==> config.mk <==
export PLATFORM = sky130hd
export DESIGN_NAME = xfer_unit_engine
export DESIGN_NICKNAME = d
export VERILOG_FILES = /design/src/rtl/xfer_pkg.sv /design/src/rtl/xfer_addr_step.sv /design/src/rtl/xfer_cost_calc.sv /design/src/rtl/xfer_unit_engine.sv
export SDC_FILE = /design/constraint.sdc
export NUM_CORES = 1
export LEC_CHECK = 0
export BUFFER_PORTS_ARGS = -buffer_cell sky130_fd_sc_hd__buf_4
export CAP_MARGIN = 40
export CORE_MARGIN = 3
export CORE_UTILIZATION = 40
export CTS_CLUSTER_DIAMETER = 80
export CTS_CLUSTER_SIZE = 12
export DETAILED_ROUTE_END_ITERATION = 10
export PLACE_DENSITY = 0.66
export REMOVE_ABC_BUFFERS = 1
export SYNTH_ARGS = -nofsm -noshare
export SYNTH_HDL_FRONTEND = slang
export SYNTH_SLANG_ARGS = --single-unit
export TNS_END_PERCENT = 20
==> constraint.sdc <==
create_clock -name clk -period 7.5 [get_ports clk]
set_clock_uncertainty 0.2 [all_clocks]
set_input_delay 0.75 -clock clk [delete_from_list [all_inputs] [get_ports clk]]
set_output_delay 0.75 -clock clk [all_outputs]
set_load 0.01 [all_outputs]
==> src/rtl/xfer_pkg.sv <==
package xfer_pkg;
  typedef enum logic [1:0] {
    STEP_UP     = 2'd0,
    STEP_DOWN   = 2'd1,
    STEP_HOLD   = 2'd2,
    STEP_UP_RLD = 2'd3
  } step_e;

  typedef enum logic [1:0] {
    ST_IDLE  = 2'd0,
    ST_READ  = 2'd1,
    ST_WRITE = 2'd2
  } xfer_state_e;
endpackage

==> src/rtl/xfer_addr_step.sv <==
module xfer_addr_step
  import xfer_pkg::*;
#(
  parameter int AW = 32
) (
  input  logic [AW-1:0] addr,
  input  step_e         mode,
  input  logic          wide,
  input  logic          freeze,
  output logic [AW-1:0] next
);
  logic [AW-1:0] size_b;

  always_comb begin
    size_b = wide ? AW'(4) : AW'(2);
    if (freeze) begin
      next = addr;
    end else begin
      case (mode)
        STEP_DOWN: next = addr - size_b;
        STEP_HOLD: next = addr;
        default:   next = addr + size_b;
      endcase
    end
  end
endmodule

==> src/rtl/xfer_cost_calc.sv <==
module xfer_cost_calc #(
  parameter int          AW        = 32,
  parameter int          WW        = 4,
  parameter int          CSTW      = 8,
  parameter logic [31:0] CART_BASE = 32'h0800_0000
) (
  input  logic [AW-1:0]   src,
  input  logic [AW-1:0]   dst,
  input  logic            first,
  input  logic [WW-1:0]   src_wait,
  input  logic [WW-1:0]   dst_wait,
  output logic [CSTW-1:0] cost
);
  localparam logic [AW-1:0] BOUND = AW'(CART_BASE);

  logic low_region;

  always_comb begin
    low_region = (src < BOUND) || (dst < BOUND);
    cost = CSTW'(2) + CSTW'(src_wait) + CSTW'(dst_wait)
         + ((first && low_region) ? CSTW'(2) : CSTW'(0));
  end
endmodule

==> src/rtl/xfer_unit_engine.sv <==
module xfer_unit_engine
  import xfer_pkg::*;
#(
  parameter int          AW        = 32,
  parameter int          DW        = 32,
  parameter int          CW        = 17,
  parameter int          WW        = 4,
  parameter int          CSTW      = 8,
  parameter int          RW        = 4,
  parameter int          REG_LSB   = 24,
  parameter logic [31:0] CART_BASE = 32'h0800_0000
) (
  input  logic            clk,
  input  logic            rst,
  input  logic            start,
  input  logic            wide,
  input  logic [1:0]      src_mode,
  input  logic [1:0]      dst_mode,
  input  logic [AW-1:0]   src_addr,
  input  logic [AW-1:0]   dst_addr,
  input  logic [CW-1:0]   count_in,
  input  logic            first_unit,
  output logic [RW-1:0]   lk_src_region,
  output logic [RW-1:0]   lk_dst_region,
  output logic            lk_seq,
  output logic            lk_wide,
  input  logic [WW-1:0]   src_wait,
  input  logic [WW-1:0]   dst_wait,
  output logic            mem_valid,
  output logic            mem_write,
  output logic            mem_wide,
  output logic [AW-1:0]   mem_addr,
  output logic [DW-1:0]   mem_wdata,
  input  logic            mem_ready,
  input  logic [DW-1:0]   mem_rdata,
  output logic [AW-1:0]   next_src,
  output logic [AW-1:0]   next_dst,
  output logic [CW-1:0]   next_count,
  output logic [CSTW-1:0] cost,
  output logic            last,
  output logic            done
);
  localparam int HW = DW / 2;
  localparam logic [AW-1:0] MASK_W = ~AW'(3);
  localparam logic [AW-1:0] MASK_H = ~AW'(1);

  xfer_state_e   state_q;
  logic [AW-1:0] addr_q [2];
  step_e         mode_q [2];
  logic          wide_q, first_q;
  logic [CW-1:0] cnt_q;
  logic [DW-1:0] latch_q;
  logic [AW-1:0] nsrc_q, ndst_q;
  logic [CW-1:0] ncnt_q;
  logic [CSTW-1:0] cost_q;
  logic          last_q, done_q;

  logic [AW-1:0] src_al, dst_al;
  logic [AW-1:0] step_next [2];
  logic          src_zero;
  logic [CSTW-1:0] cost_w;

  always_comb begin
    src_al = first_unit ? (src_addr & (wide ? MASK_W : MASK_H)) : src_addr;
    dst_al = first_unit ? (dst_addr & (wide ? MASK_W : MASK_H)) : dst_addr;
    src_zero = (addr_q[0] == '0);
  end

  for (genvar p = 0; p < 2; p++) begin : g_step
    xfer_addr_step #(.AW(AW)) u_step (
      .addr   (addr_q[p]),
      .mode   (mode_q[p]),
      .wide   (wide_q),
      .freeze ((p == 0) ? src_zero : 1'b0),
      .next   (step_next[p])
    );
  end

  xfer_cost_calc #(
    .AW(AW), .WW(WW), .CSTW(CSTW), .CART_BASE(CART_BASE)
  ) u_cost (
    .src      (addr_q[0]),
    .dst      (addr_q[1]),
    .first    (first_q),
    .src_wait (src_wait),
    .dst_wait (dst_wait),
    .cost     (cost_w)
  );

  always_ff @(posedge clk) begin
    if (rst) begin
      state_q <= ST_IDLE;
      addr_q[0] <= '0;
      addr_q[1] <= '0;
      mode_q[0] <= STEP_UP;
      mode_q[1] <= STEP_UP;
      wide_q  <= 1'b0;
      first_q <= 1'b0;
      cnt_q   <= '0;
      latch_q <= '0;
      nsrc_q  <= '0;
      ndst_q  <= '0;
      ncnt_q  <= '0;
      cost_q  <= '0;
      last_q  <= 1'b0;
      done_q  <= 1'b0;
    end else begin
      done_q <= 1'b0;
      case (state_q)
        ST_IDLE: begin
          if (start) begin
            addr_q[0] <= src_al;
            addr_q[1] <= dst_al;
            mode_q[0] <= step_e'(src_mode);
            mode_q[1] <= step_e'(dst_mode);
            wide_q  <= wide;
            first_q <= first_unit;
            cnt_q   <= count_in;
            state_q <= (src_al == '0) ? ST_WRITE : ST_READ;
          end
        end
        ST_READ: begin
          if (mem_ready) begin
            latch_q <= wide_q ? mem_rdata : {{HW{1'b0}}, mem_rdata[HW-1:0]};
            state_q <= ST_WRITE;
          end
        end
        ST_WRITE: begin
          if (mem_ready) begin
            latch_q <= wide_q ? {latch_q[DW-1:HW], latch_q[DW-1:HW]}
                              : {latch_q[HW-1:0], latch_q[HW-1:0]};
            nsrc_q  <= step_next[0];
            ndst_q  <= step_next[1];
            ncnt_q  <= cnt_q - CW'(1);
            last_q  <= (cnt_q == CW'(1));
            cost_q  <= cost_w;
            done_q  <= 1'b1;
            state_q <= ST_IDLE;
          end
        end
        default: state_q <= ST_IDLE;
      endcase
    end
  end

  always_comb begin
    lk_src_region = addr_q[0][REG_LSB +: RW];
    lk_dst_region = addr_q[1][REG_LSB +: RW];
    lk_seq    = ~first_q;
    lk_wide   = wide_q;
    mem_valid = (state_q != ST_IDLE);
    mem_write = (state_q == ST_WRITE);
    mem_wide  = wide_q;
    mem_addr  = (state_q == ST_WRITE) ? addr_q[1] : addr_q[0];
    mem_wdata = latch_q;
    next_src   = nsrc_q;
    next_dst   = ndst_q;
    next_count = ncnt_q;
    cost = cost_q;
    last = last_q;
    done = done_q;
  end
endmodule

==> summary.md <==
| Metric | Value |
|---|---|
| Status | finished, final reports clean |
| # Post-CTS Setup Buffers | 0 |
| Synth Cell Area | 0.0123 sq mm |
| Cell with the largest stage delay on the worst path | o311ai_0 |
| Crit start category | flip-flop |
| WHS Endpoint | cnt_q[0] |
| Layout area overhead | 24.2% |
| GP Congestion | 0.952 |
| Initial antenna violation count | 1 |
| Grt ovf | 0 |
| Psw | 989 uW |
| Critical path class | reg2reg |
| Reg-to-reg slack, setup | 3.17 ns |
| Initial Util | 0.410 |
| Worst slack, placed | 3.30 ns |
| Die height | roughly 180 um |
| Worst rel slew slack | 0.393 |
| CTS tree | built |
| Final worst slack | 3.17 ns |
| Die area | 0.0329 sq mm |
| Ys flop type | dfxtp_1 |
| Vias in the first global route | about 11000 |
| # IOs | 299 |
| Max-cap violation count | 0 |
| Floorplan core area | ~0.03 sq mm |
| Clk network pwr share | 0.316 |
| DR vias/cell | 5.63 |
| Final WL | 41400 um |
| Combinational power share | 0.244 |
| First-pass detailed-route iteration total | 5 |
| Yosys Warn Count | 0 |
| Fmax | roughly 230 MHz |
| Clock Latency Late Sink | 0.52 ns |
| Worst reg2reg endpoint | next_dst[30] |
| Initial DRC count | 834 |
| Net count, final | 1879 |
| Synth cell types | 74 |
| Nature of the critical path endpoint | flip-flop |
| Dpl cell area | around 0.015 sq mm |
| Crit path largest cell delay | 0.71 ns |
| Total negative slack | 0 ns |
| Leakage | between 0.006 and 0.007 uW |
| Post-CTS sizing | 0 |
| FF-to-FF path depth | 13 |
| Largest net degree at the start of global routing | 74 |
| Crit share post-route | 0.577 |
| Register bit total from synthesis | 210 |
| Actual slew at the worst max-slew pin | 0.902 ns |
| Clock root buffer | clkbuf_16 |
| Design Power | ~3100 uW |
| CTS Hold Bufs | 0 |
| Sequential area share after synthesis | 0.397 |
| Total number of vias | 11800 |
| Power per cell area | 202 mW/mm^2 |
| Critical Path Fanout Max | 39 |
| R2r startpoint | lk_wide |
| Async SR Flop Fraction | 0 |
| Hold Fails Final Rpt | 0 |
| Clock sinks | 210 |
| Syn avg cell area | 8.30 sq um |
| IO buf count | slightly below 300 |
| Worst hold path depth | 3 |
| Syn Inst Count | 1484 |
| Beginning of the worst hold path | count_in[0] |
| # rows | 63 |
| Number of synthesized flops with an enable pin | 68 |
| Number of buffers created by CTS | 21 |
| First-pass GRT wire length | ~64000 um |
| Gr usage total | 0.239 |
| Critical Path RT | 7.70 ns |
| Hold Path Class | in2reg |
| Die W | 181 um |
| Max Transition Viols Final | 0 |
| Worst-path clk slew | roughly 0.08 ns |
| Int Power | 2100 uW |
| Final setup viols | 0 |
| Bufs and invs on worst path | 2 |
| Dpl hpwl | 30200 um |
| Antenna viol nets, final | 0 |
| H-tree levels | 1 |
| Clock Path Buffers | 3 |
| Ant diodes | 0 |
| Post-layout instance area | 0.0153 sq mm |
| Min cycle time layout | approximately 4.3 ns |
| Top Family by Delay on Critical Path | compound AO/OA/AOI/OAI gates |
| Remaining DRCs | 0 |
| Sw frac | 0.320 |
| Worst vdd ir | between 100 and 150 uV |
| CP arrival | 4.53 ns |
| WL per Instance | 19.7 um |
| Crit-path cells | buf_4 -> inv_1 -> and2_1 -> ha_1 -> nor2b_1 -> o211ai_1 -> a21boi_0 -> o311ai_0 -> a41oi_1 -> a211oi_1 -> o21ai_0 -> xnor2_1 -> a2111oi_0 |
| RSZ-0062 raised after global routing | no |
| Flop pwr share | 0.440 |
| Share of layout cells above drive strength 1 | 0.210 |
==> layout by cell type, fill, tap and decap left out, types with 6 or more instances in the layout <==
master	netlist	layout
edfxtp_1	68	68
clkbuf_16	0	21
a21o_1	16	16
inv_1	28	26
o21ai_0	67	66
nor2b_1	13	9
a31oi_1	11	11
a22o_1	15	15
mux2i_1	7	7
nor3_1	38	38
a21oi_1	70	70
clkbuf_1	86	12
dfxtp_1	142	142
o21a_1	10	10
nand2b_1	7	6
nand4_1	14	14
ha_1	44	44
nand2_1	216	216
a22oi_1	18	18
a311oi_1	35	35
or3_1	14	14
o31ai_1	6	6
a211oi_1	58	58
nor4_1	29	29
and3_1	15	15
nand3_1	47	47
o211ai_1	11	11
nor2_1	151	150
buf_4	14	311
xor2_1	27	27
and2_1	74	73
or4_1	7	7
xnor2_1	39	39
==> area by class of cell <==
class	count	area, sq um
Inverter	28	105
Timing Repair Buffer	315	2410
Sequential cell	210	4880
Multi-Input combinational cell	1126	6830
Fill cell	2857	14700
Clock inverter	3	18.8
Clock buffer	33	571
Tap cell	390	488
==> power by group through the flow <==
stage | clock (uW) | sequential (uW) | combinational [uW]
after global routing | 1040 | 1370 | 834
final | 975 | 1360 | 755
after global placement | 0 | 1380 | 737
after floorplan | 0 | 1360 | 432
after detailed placement | 0 | 1380 | 749
after CTS | 1000 | 1360 | 754
==> cells by family after synthesis <==
family,Yosys count,share of synthesized area
mux,7,0.00569
compound gates,359,0.201
xor+xnor,66,0.0469
buf+inv,149,0.0519
flops,210,0.397
fa+ha+maj,46,0.0479
simple gates,646,0.250
other cells,1,0.000304
==> worst register-to-register path, cell delays in order, from the launching register on <==
cell and delay [ns]:
dfxtp_1 0.32, buf_4 0.39, inv_1 0.20, and2_1 0.19, ha_1 0.32, nor2b_1 0.18
o211ai_1 0.16, a21boi_0 0.20, o311ai_0 0.71, a41oi_1 0.20, a211oi_1 0.46, o21ai_0 0.19
xnor2_1 0.15, a2111oi_0 0.37
==> worst max path at each step <==
stage                  from            to  slack (ns)  cells past startpoint
2_1_floorplan    state_q[0]  next_dst[25]        1.91                      6
3_3_place_gp   mode_q[0][2]  next_dst[30]        3.40                     13
3_5_place_dp        lk_wide  next_dst[28]        3.30                     13
4_1_cts             lk_wide  next_dst[30]        3.26                     13
5_1_grt             lk_wide  next_dst[28]        2.70                     13
6_report            lk_wide  next_dst[30]        3.17                     13
==> through the flow <==
step	util	std cells	hold slack (ns)
2_1_floorplan	-	1364	0.266
3_3_place_gp	0.487	2065	0.242
3_5_place_dp	0.490	2069	0.249
4_1_cts	0.509	2105	0.216
5_1_grt	0.509	2105	0.226
6_report	0.509	2105	0.247
==> layer usage <==
metal / up-vias / part of all wire / global-route usage / wire [um]
met5: - / 0.00036 / 0 / 15
met4: 2 / 0.027 / 0.0640 / 1120
met3: 61 / 0.076 / 0.0433 / 3130
met2: 447 / 0.45 / 0.385 / 18800
li1: 5782 / - / - / -
met1: 5554 / 0.44 / 0.333 / 18300
==> cell usage after synthesis, types with 7 or more instances <==
library cell  count  area [sq um]
nor3_1           38           190
nand3_1          47           235
or3_1            14          87.6
buf_1             9          33.8
and2_1           74           463
mux2i_1           7          70.1
o21ai_0          67           335
a211oi_1         58           435
nand4_1          14          87.6
clkbuf_1         86           323
edfxtp_1         68          2040
nor4_1           29           181
a31oi_1          11          68.8
a22o_1           15           131
dfxtp_1         142          2840
nor2_1          151           567
a311oi_1         35           307
o211ai_1         11          82.6
nor2b_1          13          81.3
nand2b_1          7          43.8
inv_1            28           105
or4_1             7          52.6
xnor2_1          39           342
buf_4            14           105
o21a_1           10          75.1
xor2_1           27           236
a21o_1           16           120
a21oi_1          70           350
and3_1           15          93.8
ha_1             44           551
nand2_1         216           811
a22oi_1          18           135
buf_2            10          50.1
==> state kept, by name, summed over array words and instances (netlist names) <==
register and count:
mode_q 4, cnt_q 17, state_q 2, next_src 32, done 1, mem_wdata 32, cost 6, first_q 1
last 1, addr_q 64, next_dst 32, next_count 17, lk_wide 1
Note: power is estimated with default switching activity, not from simulation.
